### src/rtl/cl_pkg.sv
package cl_pkg;
  typedef enum logic [1:0] {
    HS_IDLE   = 2'b00,
    HS_ACTIVE = 2'b01,
    HS_SUSP   = 2'b10
  } host_state_e;

  typedef enum logic [2:0] {
    SQ_IDLE,
    SQ_RD_LINK,
    SQ_EXEC_GO,
    SQ_EXEC_WAIT,
    SQ_RD_STAT,
    SQ_WR_STAT,
    SQ_SUSP,
    SQ_CHK
  } seq_state_e;

  // control/status word layout
  localparam int unsigned BIT_DONE = 15;
  localparam int unsigned BIT_OK   = 13;
  localparam int unsigned BIT_SUSP = 30;
  // word offsets inside a block
  localparam int unsigned OFS_LINK = 1;
  localparam int unsigned OFS_PAY  = 2;
endpackage

### src/rtl/cl_mem_port.sv
module cl_mem_port #(
  parameter int unsigned AW = 16,
  parameter int unsigned DW = 32
) (
  input  logic          clk_i,
  input  logic          rst_ni,
  input  logic          cmd_valid_i,
  input  logic          cmd_we_i,
  input  logic [AW-1:0] cmd_addr_i,
  input  logic [DW-1:0] cmd_wdata_i,
  output logic          done_o,
  output logic [DW-1:0] rdata_o,
  output logic          mem_req_o,
  output logic          mem_we_o,
  output logic [AW-1:0] mem_addr_o,
  output logic [DW-1:0] mem_wdata_o,
  input  logic          mem_gnt_i,
  input  logic [DW-1:0] mem_rdata_i
);
  logic rd_pend_q;

  assign mem_req_o   = cmd_valid_i & ~rd_pend_q;
  assign mem_we_o    = cmd_we_i;
  assign mem_addr_o  = cmd_addr_i;
  assign mem_wdata_o = cmd_wdata_i;
  assign rdata_o     = mem_rdata_i;
  assign done_o      = rd_pend_q | (mem_req_o & mem_gnt_i & cmd_we_i);

  always_ff @(posedge clk_i or negedge rst_ni) begin
    if (!rst_ni) rd_pend_q <= 1'b0;
    else         rd_pend_q <= mem_req_o & mem_gnt_i & ~cmd_we_i;
  end


  req_hold_chk: assert property (@(posedge clk_i) disable iff (!rst_ni)
    (mem_req_o && !mem_gnt_i) |=> (mem_req_o && $stable(mem_addr_o) &&
                                   $stable(mem_we_o) && $stable(mem_wdata_o)));

  one_outstanding_chk: assert property (@(posedge clk_i) disable iff (!rst_ni)
    (mem_req_o && mem_gnt_i && !mem_we_o) |=> !mem_req_o);
endmodule

### src/rtl/cl_ptr_regs.sv
module cl_ptr_regs #(
  parameter int unsigned AW = 16
) (
  input  logic          clk_i,
  input  logic          rst_ni,
  input  logic          load_start_i,
  input  logic [AW-1:0] start_addr_i,
  input  logic          link_we_i,
  input  logic [AW-1:0] link_i,
  input  logic          commit_i,
  output logic [AW-1:0] nxt_o,
  output logic [AW-1:0] last_o
);
  logic [AW-1:0] nxt_q, last_q, link_q;

  always_ff @(posedge clk_i or negedge rst_ni) begin
    if (!rst_ni) begin
      nxt_q  <= '0;
      last_q <= '0;
      link_q <= '0;
    end else begin
      if (link_we_i) link_q <= link_i;
      if (load_start_i) begin
        nxt_q <= start_addr_i;
      end else if (commit_i) begin
        last_q <= nxt_q;
        nxt_q  <= link_q;
      end
    end
  end

  assign nxt_o  = nxt_q;
  assign last_o = last_q;


  saved_ptr_chk: assert property (@(posedge clk_i) disable iff (!rst_ni)
    (!load_start_i && !commit_i) |=> ($stable(nxt_q) && $stable(last_q)));
endmodule

### src/rtl/cl_seq.sv
module cl_seq
  import cl_pkg::*;
#(
  parameter int unsigned AW = 16,
  parameter int unsigned DW = 32
) (
  input  logic          clk_i,
  input  logic          rst_ni,
  input  logic          start_i,
  input  logic          resume_i,
  output logic [1:0]    state_o,
  output logic          cmd_valid_o,
  output logic          cmd_we_o,
  output logic [AW-1:0] cmd_addr_o,
  output logic [DW-1:0] cmd_wdata_o,
  input  logic          cmd_done_i,
  input  logic [DW-1:0] cmd_rdata_i,
  output logic          load_start_o,
  output logic          link_we_o,
  output logic          commit_o,
  input  logic [AW-1:0] nxt_i,
  input  logic [AW-1:0] last_i,
  output logic          exec_start_o,
  output logic [AW-1:0] exec_addr_o,
  input  logic          exec_done_i,
  input  logic          exec_err_i
);
  seq_state_e    st_q, st_d;
  logic          err_q;
  logic [DW-1:0] stat_q;

  always_comb begin
    st_d         = st_q;
    cmd_valid_o  = 1'b0;
    cmd_we_o     = 1'b0;
    cmd_addr_o   = nxt_i;
    load_start_o = 1'b0;
    link_we_o    = 1'b0;
    commit_o     = 1'b0;
    exec_start_o = 1'b0;
    unique case (st_q)
      SQ_IDLE: if (start_i) begin
        load_start_o = 1'b1;
        st_d         = SQ_RD_LINK;
      end
      SQ_RD_LINK: begin
        cmd_valid_o = 1'b1;
        cmd_addr_o  = nxt_i + AW'(OFS_LINK);
        if (cmd_done_i) begin
          link_we_o = 1'b1;
          st_d      = SQ_EXEC_GO;
        end
      end
      SQ_EXEC_GO: begin
        exec_start_o = 1'b1;
        st_d         = SQ_EXEC_WAIT;
      end
      SQ_EXEC_WAIT: if (exec_done_i) st_d = SQ_RD_STAT;
      SQ_RD_STAT: begin
        cmd_valid_o = 1'b1;
        if (cmd_done_i) st_d = SQ_WR_STAT;
      end
      SQ_WR_STAT: begin
        cmd_valid_o = 1'b1;
        cmd_we_o    = 1'b1;
        if (cmd_done_i) begin
          commit_o = 1'b1;
          st_d     = stat_q[BIT_SUSP] ? SQ_SUSP : SQ_RD_LINK;
        end
      end
      SQ_SUSP: begin
        if (start_i) begin
          load_start_o = 1'b1;
          st_d         = SQ_RD_LINK;
        end else if (resume_i) begin
          st_d = SQ_CHK;
        end
      end
      SQ_CHK: begin
        cmd_valid_o = 1'b1;
        cmd_addr_o  = last_i;
        if (cmd_done_i) st_d = cmd_rdata_i[BIT_SUSP] ? SQ_SUSP : SQ_RD_LINK;
      end
      default: st_d = SQ_IDLE;
    endcase
  end

  always_comb begin
    cmd_wdata_o           = stat_q;
    cmd_wdata_o[BIT_DONE] = 1'b1;
    cmd_wdata_o[BIT_OK]   = ~err_q;
  end

  always_ff @(posedge clk_i or negedge rst_ni) begin
    if (!rst_ni) begin
      st_q   <= SQ_IDLE;
      err_q  <= 1'b0;
      stat_q <= '0;
    end else begin
      st_q <= st_d;
      if (st_q == SQ_EXEC_WAIT && exec_done_i) err_q <= exec_err_i;
      if (st_q == SQ_RD_STAT && cmd_done_i) stat_q <= cmd_rdata_i;
    end
  end

  always_comb begin
    unique case (st_q)
      SQ_IDLE: state_o = HS_IDLE;
      SQ_SUSP: state_o = HS_SUSP;
      default: state_o = HS_ACTIVE;
    endcase
  end

  assign exec_addr_o = nxt_i + AW'(OFS_PAY);


  state_code_chk: assert property (@(posedge clk_i) disable iff (!rst_ni)
    state_o != 2'b11);

  start_pulse_chk: assert property (@(posedge clk_i) disable iff (!rst_ni)
    exec_start_o |=> !exec_start_o);

  susp_hold_chk: assert property (@(posedge clk_i) disable iff (!rst_ni)
    (state_o == HS_SUSP && !start_i && !resume_i) |=> (state_o == HS_SUSP && !cmd_valid_o));

  idle_hold_chk: assert property (@(posedge clk_i) disable iff (!rst_ni)
    (state_o == HS_IDLE && !start_i) |=> state_o == HS_IDLE);

  no_restart_chk: assert property (@(posedge clk_i) disable iff (!rst_ni)
    (state_o == HS_ACTIVE) |-> !load_start_o);
endmodule

### src/rtl/cmd_list_unit.sv
module cmd_list_unit
  import cl_pkg::*;
#(
  parameter int unsigned AW = 16,
  parameter int unsigned DW = 32
) (
  input  logic          clk_i,
  input  logic          rst_ni,
  input  logic          start_i,
  input  logic [AW-1:0] start_addr_i,
  input  logic          resume_i,
  output logic [1:0]    state_o,
  output logic          mem_req_o,
  output logic          mem_we_o,
  output logic [AW-1:0] mem_addr_o,
  output logic [DW-1:0] mem_wdata_o,
  input  logic          mem_gnt_i,
  input  logic [DW-1:0] mem_rdata_i,
  output logic          exec_start_o,
  output logic [AW-1:0] exec_addr_o,
  input  logic          exec_done_i,
  input  logic          exec_err_i
);
  logic          cmd_valid, cmd_we, cmd_done;
  logic [AW-1:0] cmd_addr, nxt, last;
  logic [DW-1:0] cmd_wdata, cmd_rdata;
  logic          load_start, link_we, commit;

  cl_mem_port #(.AW(AW), .DW(DW)) i_port (
    .clk_i, .rst_ni,
    .cmd_valid_i(cmd_valid), .cmd_we_i(cmd_we), .cmd_addr_i(cmd_addr),
    .cmd_wdata_i(cmd_wdata), .done_o(cmd_done), .rdata_o(cmd_rdata),
    .mem_req_o, .mem_we_o, .mem_addr_o, .mem_wdata_o, .mem_gnt_i, .mem_rdata_i
  );

  cl_ptr_regs #(.AW(AW)) i_ptrs (
    .clk_i, .rst_ni,
    .load_start_i(load_start), .start_addr_i,
    .link_we_i(link_we), .link_i(cmd_rdata[AW-1:0]),
    .commit_i(commit), .nxt_o(nxt), .last_o(last)
  );

  cl_seq #(.AW(AW), .DW(DW)) i_seq (
    .clk_i, .rst_ni, .start_i, .resume_i, .state_o,
    .cmd_valid_o(cmd_valid), .cmd_we_o(cmd_we), .cmd_addr_o(cmd_addr),
    .cmd_wdata_o(cmd_wdata), .cmd_done_i(cmd_done), .cmd_rdata_i(cmd_rdata),
    .load_start_o(load_start), .link_we_o(link_we), .commit_o(commit),
    .nxt_i(nxt), .last_i(last),
    .exec_start_o, .exec_addr_o, .exec_done_i, .exec_err_i
  );

  // port-level tracking of the last granted read for the write-back check
  logic          rd_seen_q;
  logic [AW-1:0] rd_addr_q;
  logic [DW-1:0] rd_word_q;

  always_ff @(posedge clk_i or negedge rst_ni) begin
    if (!rst_ni) begin
      rd_seen_q <= 1'b0;
      rd_addr_q <= '0;
      rd_word_q <= '0;
    end else begin
      rd_seen_q <= mem_req_o & mem_gnt_i & ~mem_we_o;
      if (mem_req_o && mem_gnt_i && !mem_we_o) rd_addr_q <= mem_addr_o;
      if (rd_seen_q) rd_word_q <= mem_rdata_i;
    end
  end


  wb_addr_chk: assert property (@(posedge clk_i) disable iff (!rst_ni)
    (mem_req_o && mem_we_o) |-> (mem_addr_o == rd_addr_q));

  wb_bits_chk: assert property (@(posedge clk_i) disable iff (!rst_ni)
    (mem_req_o && mem_we_o && !rd_seen_q) |->
      (mem_wdata_o[BIT_DONE] &&
       ((mem_wdata_o ^ rd_word_q) & ~((DW'(1) << BIT_DONE) | (DW'(1) << BIT_OK))) == '0));

  reset_quiet_chk: assert property (@(posedge clk_i) disable iff (!rst_ni)
    $rose(mem_req_o) |-> (state_o != HS_IDLE));
endmodule

### config.mk
export PLATFORM = sky130hd
export DESIGN_NAME = cmd_list_unit
export DESIGN_NICKNAME = d
export VERILOG_FILES = /design/src/rtl/cl_pkg.sv /design/src/rtl/cl_mem_port.sv /design/src/rtl/cl_ptr_regs.sv /design/src/rtl/cl_seq.sv /design/src/rtl/cmd_list_unit.sv
export SDC_FILE = /design/constraint.sdc
export NUM_CORES = 1
export LEC_CHECK = 0
export ABC_AREA = 1
export BUFFER_PORTS_ARGS = -buffer_cell sky130_fd_sc_hd__buf_4
export CORE_MARGIN = 3
export CORE_UTILIZATION = 57
export DETAILED_ROUTE_END_ITERATION = 8
export GPL_TIMING_DRIVEN = 0
export PLACE_DENSITY = 0.86
export SETUP_SLACK_MARGIN = 0.5
export SYNTH_ARGS = -nofsm -noshare
export SYNTH_HDL_FRONTEND = slang
export SYNTH_SLANG_ARGS = --single-unit
### constraint.sdc
create_clock -name clk_i -period 2.7 [get_ports clk_i]
set_input_delay 0.135 -clock clk_i [delete_from_list [all_inputs] [get_ports clk_i]]
set_output_delay 0.135 -clock clk_i [all_outputs]
set_load 0.01 [all_outputs]
==> results of run 1 <==
-- sequential cells by signal, summed over array words and instances, names as in the netlist --
register          count
i_port.rd_pend_q      1
i_ptrs.last_o        16
i_ptrs.link_q        16
i_ptrs.nxt_o         16
i_seq.err_q           1
i_seq.st_q            3
i_seq.stat_q         30
-- synthesized netlist by cell type (all sizes together) --
master / n / area [um^2]
clkinv: 1 / 3.75
a21boi: 1 / 7.51
xor2: 8 / 70.1
clkbuf: 8 / 32.5
conb: 1 / 3.75
inv: 58 / 230
nor3: 3 / 15.0
o21ai: 58 / 302
o211ai: 8 / 60.1
buf: 15 / 118
nand4: 3 / 33.8
nor2: 36 / 170
a22oi: 1 / 7.51
nor2b: 1 / 6.26
nand3b: 3 / 22.5
ha: 2 / 25.0
a21oi: 5 / 25.0
nor4: 1 / 6.26
mux2: 15 / 206
and2: 1 / 6.26
dfrtp: 83 / 2080
o21bai: 1 / 7.51
nand2: 202 / 823
nand3: 45 / 268
-- cell type report --
cell class | instances | area, um^2
Buffer | 23 | 153
Clock buffer | 9 | 124
Clock inverter | 7 | 68.8
Fill cell | 474 | 1500
Inverter | 59 | 234
Multi-Input combinational cell | 395 | 2090
Sequential cell | 83 | 2080
Tap cell | 99 | 124
Timing Repair Buffer | 141 | 1110
-- power groups by stage --
| stage | clock network [uW] | logic [uW] | registers (uW) |
|---|---|---|---|
| 2_1_floorplan | 0 | 2250 | 2360 |
| 3_3_place_gp | 0 | 3770 | 2350 |
| 3_5_place_dp | 0 | 3900 | 2380 |
| 4_1_cts | 886 | 3950 | 2390 |
| 5_1_grt | 944 | 4430 | 2490 |
| 6_report | 886 | 4050 | 2440 |
-- metrics by stage --
| step | instance area [um^2] | utilization | instances | hold slack [ns] | power (uW) |
|---|---|---|---|---|---|
| finish | 5990 | 0.800 | 816 | 0.0103 | 7370 |
| floorplan | 4530 | - | 560 | -0.161 | 4610 |
| global placement | 5560 | 0.743 | 780 | 0.356 | 6120 |
| global route | 5990 | 0.800 | 816 | 0.00154 | 7870 |
| detailed placement | 5560 | 0.743 | 780 | 0.369 | 6280 |
| CTS | 5940 | 0.794 | 815 | 0.00278 | 7220 |
-- cells by family after synthesis --
kind of cell,after synthesis,synth area share
AND/OR/NAND/NOR,295,0.299
flip-flops,83,0.459
buffers and inverters,82,0.0849
AO/OA/AOI/OAI,74,0.0904
multiplexers,15,0.0456
XOR/XNOR,8,0.0155
adder cells (fa/ha/maj),2,0.00553
other,1,0.000828
-- worst max path at each step --
stage                           end  cells past startpoint
finish               mem_addr_o[15]                      8
global route        exec_addr_o[14]                      9
CTS                 exec_addr_o[13]                      8
detailed placement  exec_addr_o[13]                      8
global placement     mem_addr_o[11]                      7
floorplan           exec_addr_o[15]                      5
-- layer usage --
metal	wire length (um)	vias up
met1	5670	2117
li1	-	2087
met5	0	-
met3	1320	54
met4	641	0
met2	6990	239
-- worst register-to-register path, delay by kind of cell (launching register included) --
kind | cells | cell delay [ns]
buf+inv | 3 | 0.49
flops | 1 | 0.39
simple gates | 3 | 0.38
compound gates | 1 | 0.36
-- what timing repair did --
| item | 4_1_cts | 5_1_grt |
|---|---|---|
| hold endpoints to repair | 72 | 1 |
| pin swaps | 0 | 0 |
| setup endpoints to repair | 2 | 13 |
| setup buffers | 0 | 0 |
| hold buffers | 19 | 1 |
| resized for setup | 0 | 12 |
==> metrics, run 1 <==
gpl congestion=0.922; Crit path max-delay family=buffers and inverters; Syn Nets=617; startpoint types=register; Clk pwr share=0.120; pins over their slew limit=0; area grow syn2layout=32.2%; Hold Path Class=in -> reg; Max stage delay on crit path=0.39 ns; Crit Path Category=reg -> out; RR Startpoint=i_seq.st_q[1]; initial antenna violation count=0; Comb pwr share=0.549; TNS Setup=0 ns; CTS tree=yes; Syn Std Cell Area=about 4500 um^2; total gr overflow=0; FF-to-FF path depth=7; vias in the first global route=4538; number of synthesized register bits=83; Tcrit/Tclk final=0.758; Core Box Area=around 7500 um^2; buffers and inverters on the worst path=4; Ports=~120; Tmin final=slightly above 2 ns; setup ws final=0.653 ns; IO buf count=121; P_int=4000 uW; reg-to-reg endpoint=i_ptrs.link_q[12]; final setup violation count=0; hold path cells=2; drt wl/cell=approximately 18 um; Flop pwr share=0.331; CP Capture Type=output port; routed vias=between 4000 and 5000; placed wire-length estimate=about 9.7 mm; Post-Syn Area per Cell=between 8 and 9 um^2; switching pwr=approximately 3400 uW; critical-path cell list=buf_6 -> inv_6 -> nand2_4 -> nor2_8 -> buf_2 -> nand3_1 -> nand2_1 -> buf_4; Setup WS pre-CTS=0.899 ns; Hold EP=i_seq.stat_q[23]; slew margin rel.=0.305; largest net degree at the start of global routing=84; leakage=between 0.003 and 0.004 uW; CP max FO=10; vias per cell=approximately 5.5; Die Wd=about 95 um; Initial Util=0.605; Post-Synthesis Cells=between 500 and 600; commonest non-fill, non-tap cell in the layout=nand2_1; Detailed Route Iter0 Violations=roughly 350; Unique masters post-synth=41; IR drop worst, VDD=approximately 830 uV; row count=31; global routing's busiest layer=met2; Hold Vio Cnt, Final=0; DRC viols=0; CTS max path bufs=2; sequential area share after synthesis=0.459; Fmax achieved=just under 500 MHz; clock latency on the worst-skew pair=~0.37 ns; Clk pin slew, worst setup/hold paths=roughly 0.10 ns; status=finished, final reports clean; met1 Usage GRT=0.398; Sw Share=0.457; yosys warns=0; clk_skew=about 0.016 ns; max-cap violations=0; slowest stage cell, crit path=dfrtp_1; CTS H-tree lvls=3; first-pass GRT wire length=between 20 and 25 mm; clock root cell=clkbuf_8; met3 Track Usage GR=0.0742; PwrDens=about 1200 nW/um^2; Worst EP required=~2.6 ns; Overall Global Routing Usage=0.332; Ant. Diodes=0; nets=about 770; Hold Startpoint=mem_rdata_i[23]; layout cells sized above 1=0.289; RSZ-0062 raised after global routing=no; Initial DRT Pass Iterations=5; met2 Usage GRT=0.562; most frequent cells in the layout=nand2_1, buf_4, dfrtp_1, o21ai_0, inv_1; worst slew pin tran=1.04 ns; die area=9050 um^2; number of buffers created by CTS=9; clk sinks=83; CP arrival=1.91 ns; Die Ht=95.1 um; CP startpoint=i_seq.st_q[1]; antenna violation net count after detailed routing=0; drt total wl=roughly 15 mm; r2r setup slk=roughly 0.96 ns
(Power assumes the default switching activity.)
==> run 2: changes to the inputs <==
--- a/config.mk
+++ b/config.mk
@@ -5,13 +5,13 @@
 export SDC_FILE = /design/constraint.sdc
 export NUM_CORES = 1
 export LEC_CHECK = 0
-export ABC_AREA = 1
+export ABC_AREA = 0
 export BUFFER_PORTS_ARGS = -buffer_cell sky130_fd_sc_hd__buf_4
 export CORE_MARGIN = 3
-export CORE_UTILIZATION = 57
+export CORE_UTILIZATION = 47
 export DETAILED_ROUTE_END_ITERATION = 8
 export GPL_TIMING_DRIVEN = 0
-export PLACE_DENSITY = 0.86
+export PLACE_DENSITY = 0.77
 export SETUP_SLACK_MARGIN = 0.5
 export SYNTH_ARGS = -nofsm -noshare
 export SYNTH_HDL_FRONTEND = slang
==> constraint.sdc (replaced) <==
create_clock -name clk_i -period 1.84 [get_ports clk_i]
set_input_delay 0.092 -clock clk_i [delete_from_list [all_inputs] [get_ports clk_i]]
set_output_delay 0.092 -clock clk_i [all_outputs]
set_load 0.01 [all_outputs]
==> run 2 against run 1 <==
Effect of this change:
- the flow now stops in global routing (5_1_grt)
- area after synthesis shrank 7.8%
- synthesized cell count decreased by 29%
==> metrics, run 2 <==
cell with the most instances after synthesis=dfrtp_1; Die Ht=around 100 um; ys async rst share=1.00; Unique masters post-synth=55; Initial Util=0.496; placed wire-length estimate=around 8.3 mm; placed instance area=5730 um^2; Synth area leader=dfrtp_1; worst ep type=output port; Yosys top cell area share=0.498; clock root cell=clkbuf_8; ys flop type=dfrtp_1; CTS H-tree lvls=3; Failed at=global routing (5_1_grt); clk sinks=between 80 and 90; gpl congestion=between 0.9 and 1; Post-Syn Area per Cell=10.5 um^2; status=aborted with a tool error; number of synthesized register bits=83; initial antenna violation count=6; Post-Synthesis Cells=between 300 and 400; Syn Nets=454; Ports=between 100 and 150; placed cell count=between 600 and 700; largest net degree at the start of global routing=84; stop err=[ERROR GRT-0232] Routing congestion too high. Check the congestion heatmap in the GUI.; Syn Std Cell Area=~4200 um^2; largest cells by area after synthesis=dfrtp_1, mux2_2, o21ai_0, nand2_1, xnor2_1; total gr overflow=between 150 and 200; Post-synth EDFFs=0; number of buffers created by CTS=9; Die Wd=~100 um; IO buf count=between 100 and 150; yosys warns=0; CTS max path bufs=2; sequential area share after synthesis=0.498; Overall Global Routing Usage=0.809; row count=33; Commonest cells post-synth=dfrtp_1, mux2_2, nand2_1; worst endpoint after global-route timing repair=mem_addr_o[14]
[run 2: cell families after synthesis]
kind of cell | share of synthesized area
adder cells (fa/ha/maj) | 0.00599
AO/OA/AOI/OAI | 0.152
XOR/XNOR | 0.0294
multiplexers | 0.127
other | 0.000898
flip-flops | 0.498
AND/OR/NAND/NOR | 0.134
buffers and inverters | 0.0528
[run 2: what timing repair did]
item / 4_1_cts
hold endpoints to repair: 140
pin swaps: 33
gates cloned: 9
gates resized for setup: 129
hold buffers: 44
buffers inserted: 45
setup endpoints to repair: 116
[run 2: routing by layer]
metal / overflow / GRT usage
met1: 0 / 0.779
met2: 122 / 0.979
met5: 0 / 0.123
met4: 65 / 0.880
met3: 0 / 0.669
[run 2: through the flow]
step | setup WS, ns | TNS [ns] | utilization
2_1_floorplan | 0.173 | 0 | -
3_3_place_gp | -0.173 | -0.813 | 0.680
3_5_place_dp | -0.200 | -0.953 | 0.680
4_1_cts | -0.405 | -6.43 | 0.880
==> run 3: changes to the inputs <==
--- a/config.mk
+++ b/config.mk
@@ -8,11 +8,10 @@
 export ABC_AREA = 0
 export BUFFER_PORTS_ARGS = -buffer_cell sky130_fd_sc_hd__buf_4
 export CORE_MARGIN = 3
-export CORE_UTILIZATION = 47
+export CORE_UTILIZATION = 40
 export DETAILED_ROUTE_END_ITERATION = 8
 export GPL_TIMING_DRIVEN = 0
-export PLACE_DENSITY = 0.77
-export SETUP_SLACK_MARGIN = 0.5
+export PLACE_DENSITY_LB_ADDON = 0.15
 export SYNTH_ARGS = -nofsm -noshare
 export SYNTH_HDL_FRONTEND = slang
 export SYNTH_SLANG_ARGS = --single-unit
==> constraint.sdc (replaced) <==
create_clock -name clk_i -period 2.4 [get_ports clk_i]
set_input_delay 0.12 -clock clk_i [delete_from_list [all_inputs] [get_ports clk_i]]
set_output_delay 0.12 -clock clk_i [all_outputs]
set_load 0.01 [all_outputs]
==> run 3 against run 2 <==
Effect of this change:
- the flow now finishes without violations
- area after synthesis unchanged
- synthesized cell count unchanged
==> metrics, run 3 <==
clk_skew=approximately 0.017 ns; Crit Path Category=reg -> out; sequential area share after synthesis=0.498; critical-path cell list=ha_1 -> nand4bb_1 -> or4_4 -> buf_6 -> o211ai_2 -> o311ai_2 -> buf_4; commonest non-fill, non-tap cell in the layout=buf_4; Simple-Gate Fraction of Synth Area=0.134; drt total wl=around 11 mm; layout cells sized above 1=0.396; largest net degree at the start of global routing=between 80 and 90; CP Capture Type=output port; CTS H-tree lvls=3; nets=approximately 610; Tmin final=2.31 ns; Detailed Route Iter0 Violations=141; Unique masters post-synth=between 50 and 60; clk sinks=83; Max stage delay on crit path=between 0.4 and 0.5 ns; mux contribution to synthesized area=0.127; Critical Path Stages=7; Overall Global Routing Usage=0.197; leakage=between 0.002 and 0.003 uW; Power, Total=between 7000 and 8000 uW; Synth area leader=dfrtp_1; Syn Nets=454; Clk pin slew, worst setup/hold paths=roughly 0.08 ns; Crit path max-delay family=simple AND/OR/NAND/NOR gates; most frequent cells in the layout=buf_4, dfrtp_1, mux2_2, nand2_1, o21ai_0; IR drop worst, VDD=just over 600 uV; Core Box Area=9950 um^2; max FFs per register=30; Post-Layout Inst Area=approximately 5700 um^2; CTS max path bufs=2; routed vias=between 3000 and 4000; die area=around 12000 um^2; Fmax achieved=roughly 430 MHz; gpl congestion=0.881; PwrDens=around 1300 nW/um^2; CP max FO=6; vias in the first global route=3575; number of buffers created by CTS=9; Die Ht=between 100 and 150 um; ys async rst share=1.00; TNS Setup=0 ns; largest cells by area after synthesis=dfrtp_1, mux2_2, o21ai_0, nand2_1, xnor2_1; Hold Path Class=in -> reg; register area=around 2100 um^2; first-pass GRT wire length=about 18 mm; Post-Syn Area per Cell=around 11 um^2; CP startpoint=i_ptrs.nxt_o[1]; final hold slack=roughly 0.015 ns; placed cell count=approximately 650; Initial Util=0.419; number of synthesized register bits=just over 80; RR Startpoint=i_seq.st_q[0]; Post-Synth XOR/XNOR Area=0.0294; antenna violation net count after detailed routing=0; FF-to-FF path depth=7; cell with the most instances after synthesis=dfrtp_1; reg-to-reg endpoint=i_ptrs.last_o[6]; Non-Filler Instances=slightly below 700; area grow syn2layout=36.6%; drt wl/cell=~16 um; max-cap violations=0; Post-synth EDFFs=0; Yosys top cell area share=0.498; clock latency on the worst-skew pair=~0.35 ns; RSZ-0062 raised after global routing=yes; vias per cell=5.22; worst slew pin tran=between 1 and 1.5 ns; row count=36; Hold Vio Cnt, Final=0; ys flop type=dfrtp_1; buffers and inverters on the worst path=2; Syn Std Cell Area=between 4000 and 5000 um^2; startpoint types=register; total gr overflow=0; Tcrit/Tclk final=0.964; Post-Synthesis Cells=approximately 400; largest register by flop count=i_seq.stat_q; placed wire-length estimate=about 8 mm; pins over their slew limit=0; final setup violation count=0; fill count=approximately 880; initial antenna violation count=0; Die Wd=108 um; CTS tree=yes; Worst EP required=2.28 ns; last element of the critical path=mem_addr_o[12]; slowest stage cell, crit path=or4_4; IO buf count=around 120; CP arrival=about 2.2 ns; Post-Synth Adder-Cell Area=0.00600; Multi-input gate area=approximately 1900 um^2; clock root cell=clkbuf_8; slew margin rel.=0.308; Synth Area in Compound Gates=0.152; Ports=about 120; Initial DRT Pass Iterations=4; yosys warns=0; placed instance area=5250 um^2; status=finished, final reports clean; r2r setup slk=around 0.24 ns; largest family of logic cells by synthesized area=compound AO/OA/AOI/OAI gates; Commonest cells post-synth=dfrtp_1, mux2_2, nand2_1; DRC viols=0; Ant. Diodes=0
-- run 3: cell counts after synthesis --
Identical to the previous run, type by type.
-- run 3: worst min path at each step --
stage	startpoint	to	slack, ns	depth (start not counted)
3_3_place_gp	exec_err_i	i_seq.err_q	0.33	3
2_1_floorplan	rst_ni	i_port.rd_pend_q	-0.18	0
6_report	mem_rdata_i[19]	i_seq.stat_q[19]	0.02	2
5_1_grt	mem_rdata_i[19]	i_seq.stat_q[19]	0.002	2
3_5_place_dp	exec_err_i	i_seq.err_q	0.33	3
4_1_cts	mem_rdata_i[25]	i_seq.stat_q[25]	0.0004	2
-- run 3: area by class of cell --
class	instances	share of cell area
flip-flops and latches	83	0.365
multi-input cells	265	0.335
repair buffers	142	0.194
well taps	133	0.0292
plain buffers	28	0.0274
clock buffers	10	0.0224
clock inverters	5	0.0138
inverters	20	0.0132
-- run 3: kinds of logic after synthesis --
group,Yosys count
AND/OR/NAND/NOR,107
AO/OA/AOI/OAI,94
flip-flops,83
buffers and inverters,49
multiplexers,47
XOR/XNOR,14
adder cells (fa/ha/maj),2
other,1
-- run 3: power breakdown --
part           switching, uW  internal [uW]
Clock                    482            580
Combinational           1860           1860
Sequential               459           2090
-- run 3: layer usage --
| layer | vias to the layer above | global-route usage | wire length, um | part of all wire |
|---|---|---|---|---|
| li1 | 1720 | - | - | - |
| met1 | 1692 | 0.270 | 4970 | 0.44 |
| met2 | 143 | 0.320 | 5330 | 0.47 |
| met3 | 23 | 0.0328 | 750 | 0.066 |
| met4 | 0 | 0.0604 | 240 | 0.021 |
| met5 | - | 0 | 0 | 0 |
-- run 3: timing repair --
| item | in CTS | in global routing |
|---|---|---|
| endpoints found under the setup margin | 10 | 19 |
| pin swaps | 1 | 1 |
| endpoints found under the hold margin | 20 | 0 |
| gates resized for setup | 4 | 16 |
| setup buffers | 3 | 2 |
| hold buffers | 16 | 0 |
-- run 3: through the flow --
| step | util | worst slack (ns) |
|---|---|---|
| global placement | 0.527 | 0.00411 |
| detailed placement | 0.527 | -0.0399 |
| CTS | 0.568 | 0.0373 |
| finish | 0.573 | 0.0858 |
| global route | 0.573 | -0.0468 |
| floorplan | - | 0.511 |
